==> src/rtl/msi_pkg.sv <==
package msi_pkg;
  typedef enum logic [1:0] {
    LINE_I = 2'd0,
    LINE_S = 2'd1,
    LINE_E = 2'd2
  } line_state_e;

  typedef enum logic [1:0] {
    CMD_NONE = 2'd0,
    CMD_RD_MISS = 2'd1,
    CMD_WR_MISS = 2'd2,
    CMD_WBACK = 2'd3
  } bus_cmd_e;
endpackage

==> src/rtl/msi_snoop_unit.sv <==
module msi_snoop_unit
  import msi_pkg::*;
#(
  parameter int TAG_W = 20
) (
  input  line_state_e      state_i,
  input  logic [TAG_W-1:0] tag_i,
  input  logic             snoop_valid_i,
  input  logic [1:0]       snoop_cmd_i,
  input  logic [TAG_W-1:0] snoop_tag_i,
  output logic             snoop_hit_o,
  output logic             flush_o,
  output line_state_e      nxt_state_o
);
  logic is_miss_cmd;

  assign is_miss_cmd = (snoop_cmd_i == CMD_RD_MISS) || (snoop_cmd_i == CMD_WR_MISS);
  assign snoop_hit_o = snoop_valid_i && is_miss_cmd && (state_i != LINE_I)
                       && (snoop_tag_i == tag_i);
  assign flush_o     = snoop_hit_o && (state_i == LINE_E);

  always_comb begin
    nxt_state_o = state_i;
    if (snoop_hit_o) begin
      if (snoop_cmd_i == CMD_WR_MISS) nxt_state_o = LINE_I;
      else                            nxt_state_o = LINE_S;
    end
  end
endmodule

==> src/rtl/msi_req_unit.sv <==
module msi_req_unit
  import msi_pkg::*;
#(
  parameter int TAG_W = 20
) (
  input  line_state_e      state_i,
  input  logic [TAG_W-1:0] tag_i,
  input  logic             cpu_valid_i,
  input  logic             cpu_write_i,
  input  logic [TAG_W-1:0] cpu_tag_i,
  input  logic             block_i,
  input  logic             bus_gnt_i,
  output logic             cpu_done_o,
  output logic             cpu_hit_o,
  output logic             bus_req_o,
  output bus_cmd_e         bus_cmd_o,
  output logic [TAG_W-1:0] bus_tag_o,
  output logic             upd_o,
  output line_state_e      nxt_state_o,
  output logic [TAG_W-1:0] nxt_tag_o
);
  logic tag_eq, hit, need_wb, active;

  assign tag_eq  = (cpu_tag_i == tag_i);
  assign hit     = tag_eq && ((state_i == LINE_E) || (state_i == LINE_S && !cpu_write_i));
  assign need_wb = (state_i == LINE_E) && !tag_eq;
  assign active  = cpu_valid_i && !block_i;

  always_comb begin
    cpu_done_o  = 1'b0;
    cpu_hit_o   = 1'b0;
    bus_req_o   = 1'b0;
    bus_cmd_o   = CMD_NONE;
    bus_tag_o   = '0;
    upd_o       = 1'b0;
    nxt_state_o = state_i;
    nxt_tag_o   = tag_i;
    if (active) begin
      if (hit) begin
        cpu_done_o = 1'b1;
        cpu_hit_o  = 1'b1;
      end else if (need_wb) begin
        bus_req_o = 1'b1;
        bus_cmd_o = CMD_WBACK;
        bus_tag_o = tag_i;
        if (bus_gnt_i) begin
          upd_o       = 1'b1;
          nxt_state_o = LINE_I;
        end
      end else begin
        bus_req_o = 1'b1;
        bus_cmd_o = cpu_write_i ? CMD_WR_MISS : CMD_RD_MISS;
        bus_tag_o = cpu_tag_i;
        if (bus_gnt_i) begin
          upd_o       = 1'b1;
          cpu_done_o  = 1'b1;
          nxt_state_o = cpu_write_i ? LINE_E : LINE_S;
          nxt_tag_o   = cpu_tag_i;
        end
      end
    end
  end
endmodule

==> src/rtl/msi_line_ctrl.sv <==
module msi_line_ctrl
  import msi_pkg::*;
#(
  parameter int TAG_W = 20
) (
  input  logic             clk_i,
  input  logic             rst_ni,
  input  logic             cpu_valid_i,
  input  logic             cpu_write_i,
  input  logic [TAG_W-1:0] cpu_tag_i,
  output logic             cpu_done_o,
  output logic             cpu_hit_o,
  output logic             bus_req_o,
  input  logic             bus_gnt_i,
  output logic [1:0]       bus_cmd_o,
  output logic [TAG_W-1:0] bus_tag_o,
  input  logic             snoop_valid_i,
  input  logic [1:0]       snoop_cmd_i,
  input  logic [TAG_W-1:0] snoop_tag_i,
  output logic             snoop_flush_o,
  output logic [1:0]       line_state_o,
  output logic [TAG_W-1:0] line_tag_o
);
  line_state_e      state_q, snp_nxt, req_nxt;
  logic [TAG_W-1:0] tag_q, req_tag;
  logic             snp_hit, req_upd;
  bus_cmd_e         cmd;

  msi_snoop_unit #(.TAG_W(TAG_W)) u_snoop (
    .state_i      (state_q),
    .tag_i        (tag_q),
    .snoop_valid_i(snoop_valid_i),
    .snoop_cmd_i  (snoop_cmd_i),
    .snoop_tag_i  (snoop_tag_i),
    .snoop_hit_o  (snp_hit),
    .flush_o      (snoop_flush_o),
    .nxt_state_o  (snp_nxt)
  );

  msi_req_unit #(.TAG_W(TAG_W)) u_req (
    .state_i    (state_q),
    .tag_i      (tag_q),
    .cpu_valid_i(cpu_valid_i),
    .cpu_write_i(cpu_write_i),
    .cpu_tag_i  (cpu_tag_i),
    .block_i    (snp_hit),
    .bus_gnt_i  (bus_gnt_i),
    .cpu_done_o (cpu_done_o),
    .cpu_hit_o  (cpu_hit_o),
    .bus_req_o  (bus_req_o),
    .bus_cmd_o  (cmd),
    .bus_tag_o  (bus_tag_o),
    .upd_o      (req_upd),
    .nxt_state_o(req_nxt),
    .nxt_tag_o  (req_tag)
  );

  // snoop wins; request unit is blocked in that cycle
  always_ff @(posedge clk_i or negedge rst_ni) begin
    if (!rst_ni) begin
      state_q <= LINE_I;
      tag_q   <= '0;
    end else if (snp_hit) begin
      state_q <= snp_nxt;
    end else if (req_upd) begin
      state_q <= req_nxt;
      tag_q   <= req_tag;
    end
  end

  assign bus_cmd_o    = cmd;
  assign line_state_o = state_q;
  assign line_tag_o   = tag_q;
endmodule

==> config.mk <==
export PLATFORM = sky130hd
export DESIGN_NAME = msi_line_ctrl
export DESIGN_NICKNAME = d
export VERILOG_FILES = /design/src/rtl/msi_pkg.sv /design/src/rtl/msi_snoop_unit.sv /design/src/rtl/msi_req_unit.sv /design/src/rtl/msi_line_ctrl.sv
export SDC_FILE = /design/constraint.sdc
export NUM_CORES = 1
export LEC_CHECK = 0
export BUFFER_PORTS_ARGS = -buffer_cell sky130_fd_sc_hd__buf_2
export CAP_MARGIN = 10
export CORE_MARGIN = 2
export CORE_UTILIZATION = 53
export DETAILED_ROUTE_END_ITERATION = 10
export PLACE_DENSITY_LB_ADDON = 0.3
export SLEW_MARGIN = 15
export SYNTH_ARGS = -nofsm -noshare
export SYNTH_HDL_FRONTEND = slang
export SYNTH_HIERARCHICAL = 1
export SYNTH_SLANG_ARGS = --single-unit
==> constraint.sdc <==
create_clock -name clk_i -period 4.2 [get_ports clk_i]
set_input_delay 0.84 -clock clk_i [delete_from_list [all_inputs] [get_ports clk_i]]
set_output_delay 0.84 -clock clk_i [all_outputs]
set_load 0.1 [all_outputs]
==> run metrics <==
final antenna-violating net count 0; relative slew slack 42.2%; initial antenna violation count 0; GR Overflow Total 0; Fin Clk Skew between 0.003 and 0.004 ns; clock root cell clkbuf_8; number of diodes 0; final WL slightly below 10 mm; row count 27; status finished, final reports clean; initial DRC count approximately 470; Highest Clock Rate between 200 and 300 MHz; WS Path Type primary input to primary output; maximum fanout along the worst path 9; TritonCTS clock tree yes; layout cells sized above 1 a little over two fifths; worst slew pin tran roughly 0.87 ns; cell area after synthesis between 2000 and 3000 sq um; HP Class primary input to async pin; Max H-tree Level 1; Layout Nets a little under 500; DR WL/cell 19.3 microns; pwr dens 805 nW/um^2; synth warn 6; RSZ-0062 raised after global routing false; Syn Nets between 400 and 500; Synth Register Bits 22; worst slack, placed ~0.035 ns; clock tree sinks 22; vias in the first global route roughly 3.2k; met3 wire len 881 microns; final setup violation count 0; cell area after layout approximately 4000 sq um; P_leak between 1.5 and 2 nW; Die Y slightly below 80 microns; largest net degree at the start of global routing 41; Final WS setup 0.241 ns; syn_area_per_cell around 8.4 sq um; DP Area between 3000 and 4000 sq um; core area about 5500 sq um; Via Count about 3.3k; wl on met1 a little under 4 mm; Slew Limit Fails 0; die width 79.2 microns; sequential area share after synthesis 18.4%; max cap viols 0; post-route minimum period ~4.0 ns; TritonCTS buffer count 3; clk slew on worst S/H paths approximately 0.090 ns; crit path capture type primary output; met2 WL 4.84 mm; Clk Latency, worst-skew pair 0.28 ns; first-pass GRT wire length 15.9 mm; die area ~6300 sq um; Required @ worst endpoint around 3.4 ns; Max IR drop VDD roughly 0.73 mV; CP arrival between 3 and 4 ns; Startpoint Class primary input; drc violations 0; post-DP HPWL roughly 7.0 mm; Initial Utilization 54.8%; GPL Wtd Cong 0.932; Initial DRT Pass Iterations 5; Top Ports 96; IO buf count between 90 and 100; Clock Path Buffers 2; # hold bufs at CTS 0; synth unique cells 39; Worst R2R Setup Slack 0.63 ns; period utilization approximately 94%; setup TNS 0 ns; area delta synth->final 32.9%; final-report hold violation count 0; Cells after Synth 359; highest routed layer met4; Tot Pwr between 3 and 4 mW; DR vias/cell roughly 6.6; GRT Total Usage a little under a third
[stage by stage]
step	instances	utilization, %	hold slack [ns]
after floorplan	359	-	0.544
after global placement	505	71.7	0.666
after detailed placement	505	71.7	0.681
after CTS	509	72.7	0.536
after global routing	509	72.8	0.578
final	509	72.8	0.525
[power breakdown]
part	leakage, nW	total, mW	internal, mW	switching [mW]
logic	1.45	2.46	0.714	1.75
clock network	0.0288	0.167	0.0842	0.0831
registers	0.260	0.579	0.317	0.263
total	1.73	3.21	1.12	2.09
[cell type report]
cell class	instances	area (sq um)
flip-flops and latches	22	551
clock buffers	4	55.1
inverters	5	18.8
fillers	425	1490
repair buffers	112	943
multi-input cells	294	2330
well taps	72	90.1
[layout by cell type, fill, tap and decap left out]
| cell type | count |
|---|---|
| buf_12 | 23 |
| nand2_4 | 1 |
| mux2i_1 | 3 |
| xnor2_1 | 12 |
| inv_1 | 5 |
| nor3_2 | 2 |
| o211ai_1 | 41 |
| clkbuf_8 | 4 |
| o211ai_2 | 19 |
| nor2b_1 | 3 |
| and3_1 | 22 |
| o21ai_1 | 1 |
| o21ai_2 | 20 |
| a211o_1 | 20 |
| nand2b_1 | 2 |
| buf_4 | 15 |
| a32oi_1 | 1 |
| a21oi_1 | 21 |
| nand3_1 | 3 |
| o31ai_2 | 1 |
| nor2b_4 | 2 |
| nand2_1 | 46 |
| nor4_2 | 2 |
| dfrtp_1 | 22 |
| nor4_4 | 1 |
| buf_2 | 74 |
| xor2_1 | 28 |
| o31ai_1 | 1 |
| a21oi_2 | 2 |
| and2_1 | 1 |
| o2111ai_1 | 1 |
| o22a_1 | 1 |
| nor3b_2 | 1 |
| mux2_4 | 20 |
| o21ai_0 | 3 |
| nor4_1 | 5 |
| ha_1 | 1 |
| nor2_1 | 3 |
| or3b_2 | 1 |
| nand4_1 | 3 |
[registers in the layout, summed over array words and instances, names as in the netlist]
name	flops
line_state_o	2
line_tag_o	20
[critical path, stage by stage]
cell and delay, ns:
buf_2 0.10, xor2_1 0.15, nor4_1 0.49, o2111ai_1 0.27
nor4_4 0.40, buf_4 0.23, nand2b_1 0.25, o31ai_2 0.09
buf_2 0.29
[path summary, 6_finish.rpt]
| kind | start | to | cells past startpoint |
|---|---|---|---|
| max in group asynchronous | rst_ni | line_tag_o[17] | 1 |
| min in group clk_i | line_tag_o[19] | line_tag_o[19] | 1 |
| worst max-delay path | snoop_tag_i[18] | cpu_done_o | 9 |
| worst min-delay path | rst_ni | line_tag_o[6] | 1 |
| worst min register to register | line_tag_o[19] | line_tag_o[19] | 1 |
| worst max register to register | line_tag_o[3] | line_tag_o[16] | 12 |
[cell usage after synthesis (all sizes together)]
master,n,share of area (%)
o211ai,60,18
nand2,47,6.1
xor2,28,8.2
o21ai,24,4.0
a21oi,23,4.0
and3,22,4.6
clkbuf,22,2.8
dfrtp,22,18
a211o,20,5.8
mux2,20,10
buf,16,4.0
xnor2,12,3.5
nor4,8,2.6
inv,5,0.63
nor2b,5,1.3
mux2i,3,1.0
nand3,3,0.50
nand4,3,0.63
nor2,3,0.38
nand2b,2,0.42
nor3,2,0.50
o31ai,2,0.50
a32oi,1,0.29
and2,1,0.21
ha,1,0.42
nor3b,1,0.25
o2111ai,1,0.29
o22a,1,0.29
or3b,1,0.29
[timing repair]
action,4_1_cts,5_1_grt
buffers inserted,0,0
gates resized for setup,0,1
setup endpoints to repair,0,1
[layer usage]
metal,track usage (%),vias to the layer above
met5,0,-
li1,-,1495
met1,41.2,1603
met3,5.11,28
met2,53.2,209
met4,12.9,0
[cell families (layout without fill, tap and decap cells)]
family          after synthesis  in the layout  share of synthesized area [%]
compound gates              132            132                           33.4
flops                        22             22                           18.4
buf+inv                      43            121                           7.38
fa+ha+maj                     1              1                          0.417
mux                          23             23                           11.0
xor+xnor                     40             40                           11.7
simple gates                 98             98                           17.8
Power figures use the tool's default switching activity.
